**src/rtl/swd_host_pkg.sv**
```systemverilog
package swd_host_pkg;

    localparam int SWD_DATA_W = 32;
    localparam int SWD_ACK_W  = 3;
    localparam int SWD_REQ_W  = 8;

    typedef enum logic [2:0] {
        ST_OK     = 3'd0,
        ST_WAIT   = 3'd1,
        ST_FAULT  = 3'd2,
        ST_PROTO  = 3'd3,
        ST_PARITY = 3'd4,
        ST_SKIP   = 3'd5
    } swd_status_e;

    typedef enum logic [3:0] {
        PH_IDLE,
        PH_REQ,
        PH_TRN1,
        PH_ACK,
        PH_RDATA,
        PH_RPAR,
        PH_TRN2,
        PH_WDATA,
        PH_WPAR,
        PH_APIDLE,
        PH_FLUSH
    } swd_phase_e;

    typedef struct packed {
        logic                  flush;
        logic                  rnw;
        logic                  apndp;
        logic [1:0]            addr;
        logic [SWD_DATA_W-1:0] wdata;
    } swd_req_t;

    function automatic logic [SWD_REQ_W-1:0] swd_req_byte(input logic apndp,
                                                          input logic rnw,
                                                          input logic [1:0] addr);
        logic par;
        par = apndp ^ rnw ^ addr[0] ^ addr[1];
        return {1'b1, 1'b0, par, addr[1], addr[0], rnw, apndp, 1'b1};
    endfunction

    function automatic swd_status_e swd_ack_decode(input logic [SWD_ACK_W-1:0] ack);
        case (ack)
            3'b001:  return ST_OK;
            3'b010:  return ST_WAIT;
            3'b100:  return ST_FAULT;
            default: return ST_PROTO;
        endcase
    endfunction

endpackage

```
**src/rtl/swd_tick_gen.sv**
```systemverilog
module swd_tick_gen #(
    parameter int DIV_W = 8
) (
    input  logic             clk,
    input  logic             rst,
    input  logic             en,
    input  logic [DIV_W-1:0] div,
    output logic             swclk,
    output logic             rise,
    output logic             fall
);
    logic [DIV_W-1:0] cnt_q;
    logic             tick;

    assign tick = en && (cnt_q == div);
    assign rise = tick && !swclk;
    assign fall = tick && swclk;

    always_ff @(posedge clk) begin
        if (rst || !en) begin
            cnt_q <= '0;
            swclk <= 1'b0;
        end else if (tick) begin
            cnt_q <= '0;
            swclk <= ~swclk;
        end else begin
            cnt_q <= cnt_q + 1'b1;
        end
    end
endmodule

```
**src/rtl/swd_sticky_latch.sv**
```systemverilog
module swd_sticky_latch
    import swd_host_pkg::*;
(
    input  logic        clk,
    input  logic        rst,
    input  logic        rec,
    input  swd_status_e rec_status,
    input  logic        clr,
    output swd_status_e err_q
);
    always_ff @(posedge clk) begin
        if (rst || clr) begin
            err_q <= ST_OK;
        end else if (rec && rec_status != ST_OK && err_q == ST_OK) begin
            err_q <= rec_status;
        end
    end

    // a stored error is held until a flush clears it
    assert_sticky_hold_R9: assert property (@(posedge clk) disable iff (rst)
        (err_q != ST_OK && !clr) |=> (err_q == $past(err_q)));

    // the flush leaves the store empty
    assert_flush_clear_R8: assert property (@(posedge clk) disable iff (rst)
        clr |=> (err_q == ST_OK));
endmodule

```
**src/rtl/swd_xfer_fsm.sv**
```systemverilog
module swd_xfer_fsm
    import swd_host_pkg::*;
#(
    parameter int TRN_W      = 2,
    parameter int IDLE_W     = 8,
    parameter int FLUSH_IDLE = 8
) (
    input  logic                  clk,
    input  logic                  rst,
    input  logic                  start,
    input  swd_req_t              req,
    input  logic [TRN_W-1:0]      cfg_trn,
    input  logic [IDLE_W-1:0]     cfg_ap_idle,
    input  logic                  rise,
    input  logic                  fall,
    input  logic                  din,
    output logic                  busy,
    output logic                  dout,
    output logic                  doe,
    output logic                  fin,
    output logic                  fin_flush,
    output swd_status_e           fin_status,
    output logic [SWD_DATA_W-1:0] fin_rdata
);
    localparam int CNT_W = (IDLE_W > 6) ? IDLE_W : 6;

    swd_phase_e              phase, nxt, tail;
    swd_req_t                cur;
    logic [CNT_W-1:0]        cnt, len;
    logic                    last_bit;
    logic [SWD_ACK_W-1:0]    ack_q;
    logic [SWD_DATA_W-1:0]   rdata_q;
    logic                    rpar_q;
    logic                    ack_ok;
    logic [SWD_REQ_W-1:0]    req_byte;
    swd_status_e             status_now;

    assign busy     = (phase != PH_IDLE);
    assign ack_ok   = (ack_q == 3'b001);
    assign req_byte = swd_req_byte(cur.apndp, cur.rnw, cur.addr);
    assign last_bit = (cnt == len - CNT_W'(1));

    always_comb begin
        case (phase)
            PH_REQ:              len = CNT_W'(SWD_REQ_W);
            PH_TRN1, PH_TRN2:    len = CNT_W'(cfg_trn) + CNT_W'(1);
            PH_ACK:              len = CNT_W'(SWD_ACK_W);
            PH_RDATA, PH_WDATA:  len = CNT_W'(SWD_DATA_W);
            PH_APIDLE:           len = CNT_W'(cfg_ap_idle);
            PH_FLUSH:            len = CNT_W'(FLUSH_IDLE);
            default:             len = CNT_W'(1);
        endcase
    end

    always_comb begin
        tail = (cur.apndp && cfg_ap_idle != '0) ? PH_APIDLE : PH_IDLE;
        case (phase)
            PH_REQ:    nxt = PH_TRN1;
            PH_TRN1:   nxt = PH_ACK;
            PH_ACK:    nxt = (ack_ok && cur.rnw) ? PH_RDATA : PH_TRN2;
            PH_RDATA:  nxt = PH_RPAR;
            PH_RPAR:   nxt = PH_TRN2;
            PH_TRN2:   nxt = (ack_ok && !cur.rnw) ? PH_WDATA : tail;
            PH_WDATA:  nxt = PH_WPAR;
            PH_WPAR:   nxt = tail;
            default:   nxt = PH_IDLE;
        endcase
    end

    always_comb begin
        if (cur.flush) begin
            status_now = ST_OK;
        end else begin
            status_now = swd_ack_decode(ack_q);
            if (status_now == ST_OK && cur.rnw && (rpar_q != ^rdata_q))
                status_now = ST_PARITY;
        end
    end

    always_comb begin
        case (phase)
            PH_REQ:   begin doe = 1'b1; dout = req_byte[cnt[2:0]];   end
            PH_WDATA: begin doe = 1'b1; dout = cur.wdata[cnt[4:0]];  end
            PH_WPAR:  begin doe = 1'b1; dout = ^cur.wdata;           end
            PH_TRN1, PH_ACK, PH_RDATA, PH_RPAR, PH_TRN2:
                      begin doe = 1'b0; dout = 1'b0;                 end
            default:  begin doe = 1'b1; dout = 1'b0;                 end
        endcase
    end

    always_ff @(posedge clk) begin
        if (rst) begin
            phase      <= PH_IDLE;
            cur        <= '0;
            cnt        <= '0;
            ack_q      <= '0;
            rdata_q    <= '0;
            rpar_q     <= 1'b0;
            fin        <= 1'b0;
            fin_flush  <= 1'b0;
            fin_status <= ST_OK;
            fin_rdata  <= '0;
        end else begin
            fin <= 1'b0;
            if (phase == PH_IDLE) begin
                if (start) begin
                    cur     <= req;
                    phase   <= req.flush ? PH_FLUSH : PH_REQ;
                    cnt     <= '0;
                    ack_q   <= '0;
                    rdata_q <= '0;
                    rpar_q  <= 1'b0;
                end
            end else begin
                if (rise) begin
                    case (phase)
                        PH_ACK:   ack_q[cnt[1:0]]   <= din;
                        PH_RDATA: rdata_q[cnt[4:0]] <= din;
                        PH_RPAR:  rpar_q            <= din;
                        default:  ;
                    endcase
                end
                if (fall) begin
                    if (!last_bit) begin
                        cnt <= cnt + CNT_W'(1);
                    end else begin
                        cnt   <= '0;
                        phase <= nxt;
                        if (nxt == PH_IDLE) begin
                            fin        <= 1'b1;
                            fin_flush  <= cur.flush;
                            fin_status <= status_now;
                            fin_rdata  <= (status_now == ST_OK && cur.rnw && !cur.flush)
                                          ? rdata_q : '0;
                        end
                    end
                end
            end
        end
    end

    // a read that fails its parity check never hands out data
    assert_parity_drop_R5: assert property (@(posedge clk) disable iff (rst)
        (fin && fin_status == ST_PARITY) |-> (fin_rdata == '0));
endmodule

```
**src/rtl/swd_host_engine.sv**
```systemverilog
module swd_host_engine
    import swd_host_pkg::*;
#(
    parameter int DIV_W      = 8,
    parameter int TRN_W      = 2,
    parameter int IDLE_W     = 8,
    parameter int FLUSH_IDLE = 8
) (
    input  logic              clk,
    input  logic              rst,
    input  logic              req_valid,
    output logic              req_ready,
    input  logic              req_flush,
    input  logic              req_rnw,
    input  logic              req_apndp,
    input  logic [1:0]        req_addr,
    input  logic [31:0]       req_wdata,
    input  logic [DIV_W-1:0]  cfg_div,
    input  logic [TRN_W-1:0]  cfg_trn,
    input  logic [IDLE_W-1:0] cfg_ap_idle,
    output logic              done,
    output logic [2:0]        done_status,
    output logic [31:0]       done_rdata,
    output logic              swclk,
    output logic              swdio_o,
    output logic              swdio_oe,
    input  logic              swdio_i
);
    logic                  busy, rise, fall;
    logic                  fin, fin_flush;
    swd_status_e           fin_status, err_q;
    logic [SWD_DATA_W-1:0] fin_rdata;
    logic                  accept, skip_now, skip_q, start;
    swd_req_t              req_in;

    assign req_ready = !busy && !done;
    assign accept    = req_valid && req_ready;
    assign skip_now  = accept && !req_flush && (err_q != ST_OK);
    assign start     = accept && !skip_now;

    assign req_in.flush = req_flush;
    assign req_in.rnw   = req_rnw;
    assign req_in.apndp = req_apndp;
    assign req_in.addr  = req_addr;
    assign req_in.wdata = req_wdata;

    always_ff @(posedge clk) begin
        if (rst) skip_q <= 1'b0;
        else     skip_q <= skip_now;
    end

    assign done = fin | skip_q;

    always_comb begin
        if (skip_q)                done_status = ST_SKIP;
        else if (fin && fin_flush) done_status = err_q;
        else                       done_status = fin_status;
    end

    assign done_rdata = fin ? fin_rdata : '0;

    swd_tick_gen #(.DIV_W(DIV_W)) u_tick (
        .clk   (clk),
        .rst   (rst),
        .en    (busy),
        .div   (cfg_div),
        .swclk (swclk),
        .rise  (rise),
        .fall  (fall)
    );

    swd_xfer_fsm #(
        .TRN_W      (TRN_W),
        .IDLE_W     (IDLE_W),
        .FLUSH_IDLE (FLUSH_IDLE)
    ) u_fsm (
        .clk         (clk),
        .rst         (rst),
        .start       (start),
        .req         (req_in),
        .cfg_trn     (cfg_trn),
        .cfg_ap_idle (cfg_ap_idle),
        .rise        (rise),
        .fall        (fall),
        .din         (swdio_i),
        .busy        (busy),
        .dout        (swdio_o),
        .doe         (swdio_oe),
        .fin         (fin),
        .fin_flush   (fin_flush),
        .fin_status  (fin_status),
        .fin_rdata   (fin_rdata)
    );

    swd_sticky_latch u_sticky (
        .clk        (clk),
        .rst        (rst),
        .rec        (fin && !fin_flush),
        .rec_status (fin_status),
        .clr        (fin && fin_flush),
        .err_q      (err_q)
    );

    // the line only moves while the debug clock is low
    assert_dout_on_fall_R2: assert property (@(posedge clk) disable iff (rst)
        !$stable({swdio_o, swdio_oe}) |-> !swclk);

    // no new request is taken while the clock is running
    assert_busy_blocks_R10: assert property (@(posedge clk) disable iff (rst)
        $rose(swclk) |-> !req_ready);

    // completion is a single-cycle pulse
    assert_done_pulse_R10: assert property (@(posedge clk) disable iff (rst)
        done |=> !done);

    // a blocked request completes as skipped on the next cycle
    assert_skip_next_R9: assert property (@(posedge clk) disable iff (rst)
        skip_now |=> (done && done_status == ST_SKIP));
endmodule

```
**config.mk**
```make
export PLATFORM = sky130hd
export DESIGN_NAME = swd_host_engine
export DESIGN_NICKNAME = d
export VERILOG_FILES = /design/src/rtl/swd_host_pkg.sv /design/src/rtl/swd_tick_gen.sv /design/src/rtl/swd_sticky_latch.sv /design/src/rtl/swd_xfer_fsm.sv /design/src/rtl/swd_host_engine.sv
export SDC_FILE = /design/constraint.sdc
export NUM_CORES = 1
export LEC_CHECK = 0
export ABC_AREA = 1
export BUFFER_PORTS_ARGS = -buffer_cell sky130_fd_sc_hd__buf_2
export CAP_MARGIN = 0
export CORE_MARGIN = 4
export CORE_UTILIZATION = 50
export DETAILED_ROUTE_END_ITERATION = 6
export GPL_ROUTABILITY_DRIVEN = 0
export PLACE_DENSITY = 0.73
export SYNTH_ARGS = -nofsm -noshare
export SYNTH_HDL_FRONTEND = slang
export SYNTH_HIERARCHICAL = 1
export SYNTH_SLANG_ARGS = --single-unit
```
**constraint.sdc**
```tcl
create_clock -name clk -period 3.3 [get_ports clk]
set_input_delay 0.495 -clock clk [delete_from_list [all_inputs] [get_ports clk]]
set_output_delay 0.495 -clock clk [all_outputs]
set_load 0.005 [all_outputs]
```
==> implementation parameters, run 1 <==
Parameter                              Value

Timing
  WHS    313 ps
  Final Hold Fails    0
  Final cycle utilization of the critical path    between 90% and 100%
  Final Critical Period    3120 ps
  Final number of max-transition violations    0
  Unrepaired setup endpoints after global routing    no
  Final Skew    between 7 and 8 ps
  Final setup fails    0
  Worst slew margin relative to its limit    36.1%
  Transition time at the pin with the least slew margin    ~950 ps
  TNS Setup    0 ps
  Max Fclk    320 MHz

Detailed routing
  DRC Markers    0
  Number of iterations in the first detailed-routing pass    5
  Count of vias placed by the detailed router    8223
  Routed wire length per instance    13.3 µm
  Vias/cell    around 5.2
  First-iteration detailed-routing DRC count    732
  DRT antenna net count    0
  Final Routed Wirelength    21000 µm

Yosys
  Cell area after synthesis    0.00813 mm²
  Post-synthesis cell type count    42
  Synth Warn #    6
  Synth Flop Type    sky130_fd_sc_hd__dfxtp_1
  Count of flip-flops with a built-in enable after synthesis    0
  Post-synth ARST share    0%
  Sequential area share after synthesis    approximately a third
  Flip-flop and latch count after synthesis    135
  Synthesized area divided by synthesized cell count    around 6.4 µm²
  Synthesized netlist cell count    1271
  Post-Synthesis Net Count    1337

Flow run
  Number of max-capacitance violations reported    0

Layout
  Area Growth Syn to Fin    15.7%
  Layout cells sized above 1    14.2%
  Number of fillers in the final layout    1569
  Design Area, Final    0.00941 mm²
  Core utilization of the finished layout    ~59%
  Most common library cell in the layout ignoring fill and taps    sky130_fd_sc_hd__nand2_1
  # nets final    1415
  Leading cell types in the layout, fill and taps excluded    sky130_fd_sc_hd__nand2_1, sky130_fd_sc_hd__inv_1, sky130_fd_sc_hd__dfxtp_1, sky130_fd_sc_hd__a21oi_1
  Number of antenna repair diodes    0

Clock network
  Clock sink count    between 100 and 150
  Number of buffers created by CTS    17
  Clock transition at the registers of the reported paths    60 ps
  Clock latency at the later pin of the worst-skew pair    between 400 and 500 ps
  Clock tree root buffer cell    sky130_fd_sc_hd__clkbuf_16
  Number of H-tree branching levels    4
  CTS tree    yes
  Max clock buf depth    2

Placed design
  Final HPWL DP    14700 µm
  Port Buffers    98
  Standard cell area after detailed placement    0.00876 mm²

Critical path
  Critical Path RT    ~2800 ps
  Critical path data arrival time    2630 ps
  Critical path start-end classification    reg2out
  Critical Path Source Type    flip-flop
  Peak per-stage delay on the critical path    400 ps
  Nature of the critical path endpoint    output port
  Critical-path cell with the highest stage delay    sky130_fd_sc_hd__nor3b_1
  Buffer and inverter count on the worst path    2
  Top delay family on crit path    simple AND/OR/NAND/NOR gates
  Critical path cell sequence    inv_1 -> a21oi_1 -> o21ai_0 -> nand2_1 -> nand3_1 -> o21ai_0 -> nor3_1 -> nor3b_1 -> a31o_2 -> nand3_1 -> buf_2
  Max FO, Critical Path    16

GRT
  Via count of the first global-routing pass    7420
  Global-route wire length before repair    ~35000 µm
  Total track usage    23.1%
  Antenna violations before repair    0
  Pin count of the biggest net entering global routing    67
  Final global-route overflow total    0

Floorplanning
  Initial Util    roughly 51%
  Die outline width    135 µm
  Height of the die    approximately 140 µm
  Total core area    0.0159 mm²
  Number of placed I/O pins    99
  Number of cell rows    46
  Die ar.    ~0.018 mm²

Power
  Power density relative to cell area    about 650 mW/mm²
  Worst IR Drop VDD    0.433 mV
  Pleak    4.15 nW

Outcome
  Run status    complete, no violations

Worst hold path
  Class of the tightest hold or removal check    in2reg
[kinds of logic after synthesis]
group           synth area share [%]
flops                           33.3
compound gates                  15.4
buf+inv                         9.98
fa+ha+maj                       1.08
xor+xnor                        7.44
simple gates                    32.9
[worst reg2reg max path, cell delays in order, from the launching register on]
cell	delay [ps]
sky130_fd_sc_hd__dfxtp_1	490
sky130_fd_sc_hd__nor2_2	140
sky130_fd_sc_hd__nand2_2	150
sky130_fd_sc_hd__nand2_1	60
sky130_fd_sc_hd__nor2_1	240
sky130_fd_sc_hd__nand2_2	130
sky130_fd_sc_hd__clkinv_1	70
sky130_fd_sc_hd__ha_1	190
sky130_fd_sc_hd__nand3_1	90
sky130_fd_sc_hd__nor2_1	170
sky130_fd_sc_hd__nand2_1	90
sky130_fd_sc_hd__xor2_1	170
sky130_fd_sc_hd__nand4_1	170
sky130_fd_sc_hd__nor2_4	150
sky130_fd_sc_hd__buf_12	150
sky130_fd_sc_hd__nand3_4	210
sky130_fd_sc_hd__o21ai_1	240
[cells in the mapped netlist, types with 2 or more instances]
| library cell | number | area (µm²) |
|---|---|---|
| sky130_fd_sc_hd__dfxtp_1 | 135 | 2700 |
| sky130_fd_sc_hd__nor3_1 | 4 | 20.0 |
| sky130_fd_sc_hd__nor2_4 | 4 | 45.0 |
| sky130_fd_sc_hd__nand3_2 | 3 | 30.0 |
| sky130_fd_sc_hd__o211ai_1 | 3 | 22.5 |
| sky130_fd_sc_hd__nor2_2 | 10 | 62.6 |
| sky130_fd_sc_hd__nor4_1 | 2 | 12.5 |
| sky130_fd_sc_hd__xnor2_1 | 37 | 324 |
| sky130_fd_sc_hd__o21ai_1 | 30 | 150 |
| sky130_fd_sc_hd__o21bai_1 | 2 | 15.0 |
| sky130_fd_sc_hd__nor2_1 | 101 | 379 |
| sky130_fd_sc_hd__a21oi_1 | 117 | 586 |
| sky130_fd_sc_hd__nand2_2 | 9 | 56.3 |
| sky130_fd_sc_hd__inv_2 | 9 | 33.8 |
| sky130_fd_sc_hd__clkinv_1 | 3 | 11.3 |
| sky130_fd_sc_hd__xor2_1 | 32 | 280 |
| sky130_fd_sc_hd__ha_1 | 7 | 87.6 |
| sky130_fd_sc_hd__nand2_1 | 351 | 1320 |
| sky130_fd_sc_hd__inv_1 | 135 | 507 |
| sky130_fd_sc_hd__nand4_1 | 45 | 282 |
| sky130_fd_sc_hd__clkbuf_2 | 3 | 15.0 |
| sky130_fd_sc_hd__buf_1 | 4 | 15.0 |
| sky130_fd_sc_hd__o21ai_0 | 86 | 430 |
| sky130_fd_sc_hd__buf_2 | 8 | 40.0 |
| sky130_fd_sc_hd__nand2_4 | 3 | 33.8 |
| sky130_fd_sc_hd__buf_4 | 5 | 37.5 |
| sky130_fd_sc_hd__nand3_1 | 73 | 365 |
| sky130_fd_sc_hd__clkbuf_1 | 36 | 135 |
[per-stage QoR]
| stage | setup slack [ps] | instances | total power [mW] |
|---|---|---|---|
| after floorplan | 754 | 1271 | 3.66 |
| after global routing | 16.1 | 1578 | 6.45 |
| final | 178 | 1578 | 6.07 |
| after global placement | 181 | 1544 | 4.05 |
| after CTS | 69.9 | 1576 | 5.99 |
| after detailed placement | 75.0 | 1544 | 4.09 |
[area by class of cell]
| cell class | instances | area, µm² | share of cell area [%] |
|---|---|---|---|
| Timing Repair Buffer | 115 | 631 | 6.70 |
| Clock buffer | 24 | 492 | 5.23 |
| Clock inverter | 8 | 95.1 | 1.01 |
| Sequential cell | 135 | 2700 | 28.7 |
| Multi-Input combinational cell | 932 | 4660 | 49.5 |
| Inverter | 148 | 557 | 5.92 |
| Tap cell | 216 | 270 | 2.87 |
[worst paths after layout]
check	to	start	slack, ps	cells after the start
worst min register to register	u_fsm/fin_rdata[4]	u_fsm/fin_rdata[4]	470	2
worst max-delay path	swdio_o	u_fsm/cnt[0]	180	11
worst min-delay path	u_fsm/cur[4]	req_wdata[4]	310	3
worst max register to register	u_fsm/fin_status[1]	u_fsm/phase[3]	320	16
[where the power goes]
group / internal (mW) / total [mW] / switching [mW]
registers: 1.84 / 2.02 / 0.177
logic: 0.820 / 2.16 / 1.34
clock network: 1.19 / 1.89 / 0.703
total: 3.85 / 6.07 / 2.22
[sequential cells by signal (all words and copies together) (netlist names), 3 cells and up]
name	cells
u_fsm/cur	37
u_tick/cnt_q	8
u_fsm/phase	4
u_fsm/fin_rdata	32
u_fsm/ack_q	3
u_fsm/rdata_q	32
u_sticky/err_q	3
u_fsm/cnt	8
u_fsm/fin_status	3
[repair_timing]
action | in CTS | in global routing
resized for setup | 0 | 6
setup endpoints to repair | 0 | 36
hold buffers | 0 | 0
buffers inserted | 0 | 1
[layer usage]
layer  vias to the layer above  wire length, µm  part of all wire (%)  GRT usage (%)
met1                      3659             9810                    47           31.8
met4                         0              332                   1.6           7.33
met5                         -                0                     0              0
met2                       277             9590                    46           36.9
met3                        30             1290                   6.1           4.23
li1                       4257                -                     -              -
(Power assumes the default switching activity.)
==> run 2, diff against run 1 <==
--- a/config.mk
+++ b/config.mk
@@ -12,6 +12,7 @@
 export CORE_UTILIZATION = 50
 export DETAILED_ROUTE_END_ITERATION = 6
 export GPL_ROUTABILITY_DRIVEN = 0
+export GPL_TIMING_DRIVEN = 0
 export PLACE_DENSITY = 0.73
 export SYNTH_ARGS = -nofsm -noshare
 export SYNTH_HDL_FRONTEND = slang
==> implementation parameters, run 2 (synthesized netlist as in run 1, its figures left out) <==
Parameter                              Value

GRT
  Antenna violations before repair    0 (unchanged)
  Via count of the first global-routing pass    7626 (was 7420)
  Pin count of the biggest net entering global routing    17 (was 67)
  Final global-route overflow total    0 (unchanged)
  Total track usage    24.0% (was 23.1%)
  Global-route wire length before repair    35800 µm (was 35000 µm)

Layout
  Number of fillers in the final layout    1583 (was 1569)
  Core utilization of the finished layout    59.7% (was 59.2%)
  Design Area, Final    0.00948 mm² (was 0.00941 mm²)
  Number of antenna repair diodes    0 (unchanged)
  Flip-flop count of the largest register, all copies and words added    37 (unchanged)
  Leading cell types in the layout, fill and taps excluded    sky130_fd_sc_hd__nand2_1, sky130_fd_sc_hd__inv_1, sky130_fd_sc_hd__dfxtp_1, sky130_fd_sc_hd__a21oi_1, sky130_fd_sc_hd__buf_2 (was sky130_fd_sc_hd__nand2_1, sky130_fd_sc_hd__inv_1, sky130_fd_sc_hd__dfxtp_1, sky130_fd_sc_hd__a21oi_1)
  Biggest regs    u_fsm/cur: 37 flops, u_fsm/fin_rdata: 32 flops, u_fsm/rdata_q: 32 flops (unchanged)
  Layout cells sized above 1    13.7% (was 14.2%)
  Multi-input gate area in the final layout    0.00462 mm² (was 0.00466 mm²)
  Area Growth Syn to Fin    16.7% (was 15.7%)
  Final Instance Count excl. Fillers    1615 (was 1578)
  # nets final    1453 (was 1415)
  Most common library cell in the layout ignoring fill and taps    sky130_fd_sc_hd__nand2_1 (unchanged)
  Storage cell area    0.00271 mm² (was 0.00270 mm²)
  Register containing the most flip-flops in the final layout    u_fsm/cur (unchanged)

Timing
  Final number of max-transition violations    0 (unchanged)
  Final cycle utilization of the critical path    97.2% (was 94.6%)
  Final Skew    8.46 ps (was 7.06 ps)
  WHS    309 ps (was 313 ps)
  Final Hold Fails    0 (unchanged)
  Final setup fails    0 (unchanged)
  TNS Setup    0 ps (unchanged)
  Max Fclk    312 MHz (was 320 MHz)
  Final Critical Period    3210 ps (was 3120 ps)
  Worst slew margin relative to its limit    50.9% (was 36.1%)
  Transition time at the pin with the least slew margin    736 ps (was 953 ps)

Critical path
  Flop2flop setup slack    210 ps (was 320 ps)
  Buffer and inverter count on the worst path    4 (was 2)
  Critical path start-end classification    reg2out (unchanged)
  Critical path cell sequence    inv_1 -> clkbuf_1 -> clkbuf_1 -> o21ai_0 -> a21oi_1 -> nor3b_1 -> a31o_2 -> nand3_1 -> buf_2 (was inv_1 -> a21oi_1 -> o21ai_0 -> nand2_1 -> nand3_1 -> o21ai_0 -> nor3_1 -> nor3b_1 -> a31o_2 -> nand3_1 -> buf_2)
  Critical path data arrival time    2710 ps (was 2630 ps)
  Reg2reg path depth    19 (was 16)
  Nature of the critical path endpoint    output port (unchanged)
  Critical Path RT    2800 ps (about the same)
  Most used cell, CP    sky130_fd_sc_hd__clkbuf_1
  Critical-path cell with the highest stage delay    sky130_fd_sc_hd__dfxtp_1 (was sky130_fd_sc_hd__nor3b_1)
  Levels on crit path    9 (was 11)
  Max FO, Critical Path    11 (was 16)
  Peak per-stage delay on the critical path    500 ps (was 400 ps)
  Top delay family on crit path    buffers and inverters (was simple AND/OR/NAND/NOR gates)
  Critical Path Source Type    flip-flop (unchanged)

Floorplanning
  Number of placed I/O pins    99 (unchanged)
  Height of the die    135 µm (unchanged)
  Total core area    0.0159 mm² (unchanged)
  Die ar.    0.0184 mm² (unchanged)
  Die outline width    135 µm (unchanged)
  Number of cell rows    46 (unchanged)
  Initial Util    51.2% (unchanged)

Clock network
  Number of hold-repair buffers added at the cts stage    0 (unchanged)
  Post-CTS setup buffer count    0 (unchanged)
  Clock sink count    135 (unchanged)
  Clock latency at the later pin of the worst-skew pair    430 ps (was 420 ps)
  Clock transition at the registers of the reported paths    60 ps (about the same)
  Clock tree root buffer cell    sky130_fd_sc_hd__clkbuf_16 (unchanged)
  Max clock buf depth    2 (unchanged)
  Number of buffers created by CTS    17 (unchanged)
  CTS tree    yes (unchanged)
  Number of H-tree branching levels    4 (unchanged)
  Post-cts gate resize count    0 (unchanged)

Detailed routing
  Vias/cell    5.18 (was 5.21)
  First-iteration detailed-routing DRC count    538 (was 732)
  Routed wire length per instance    13.6 µm (was 13.3 µm)
  DRT antenna net count    0 (unchanged)
  Count of vias placed by the detailed router    8372 (was 8223)
  DRC Markers    0 (unchanged)
  Final Routed Wirelength    21900 µm (was 21000 µm)
  Number of iterations in the first detailed-routing pass    7 (was 5)

Outcome
  Run status    complete, no violations (unchanged)

Placed design
  Final HPWL DP    16500 µm (was 14700 µm)
  Total placed cells including tap cells    1585 (was 1544)
  Port Buffers    98 (unchanged)
  Standard cell area after detailed placement    0.00889 mm² (was 0.00876 mm²)

Worst hold path
  Class of the tightest hold or removal check    in2reg (unchanged)
  Instance count along the most critical hold path    3 (unchanged)

Power
  Power density relative to cell area    639 mW/mm² (was 645 mW/mm²)
  Worst IR Drop VDD    0.390 mV (was 0.433 mV)
  Pleak    4.18 nW (was 4.15 nW)

Flow run
  Number of max-capacitance violations reported    0 (unchanged)
## run 2: power by group
group,switching (mW),internal (mW)
registers,0.185,1.85
logic,1.36,0.790
clock network,0.697,1.19
## run 2: per-stage QoR
stage	total power [mW]	worst slack, ps
after floorplan	3.66	754
after global placement	4.12	244
after detailed placement	4.15	174
after CTS	6.05	82.0
after global routing	6.42	-6.56
final	6.06	92.7
## run 2: final timing paths
kind,startpoint,to
max reg2reg,u_fsm/phase[2],u_fsm/fin_rdata[0]
min reg2reg,u_fsm/fin_rdata[4],u_fsm/fin_rdata[4]
min,req_wdata[3],u_fsm/cur[3]
max,u_fsm/cnt[0],swdio_o
## run 2: metal layers
layer	global-route usage, %	part of all wire (%)	vias up
met4	9.07	2.0	0
li1	-	-	4333
met1	31.2	45	3746
met5	0	0	-
met2	40.1	47	249
met3	4.23	6.0	44
## run 2: area by class of cell
| cell class | instances | share of cell area, % |
|---|---|---|
| Sequential cell | 135 | 28.5 |
| Clock inverter | 7 | 0.990 |
| Inverter | 148 | 5.87 |
| Multi-Input combinational cell | 931 | 48.7 |
| Clock buffer | 24 | 5.19 |
| Tap cell | 216 | 2.85 |
| Buffer | 56 | 2.67 |
| Timing Repair Buffer | 98 | 5.17 |
## run 2: worst reg2reg max path: cells and delay by family, from the launching register on
kind	cells	cell delay [ps]
adder cells (fa/ha/maj)	1	170
AO/OA/AOI/OAI	1	70
XOR/XNOR	1	180
flip-flops	1	390
AND/OR/NAND/NOR	13	1770
buffers and inverters	3	390
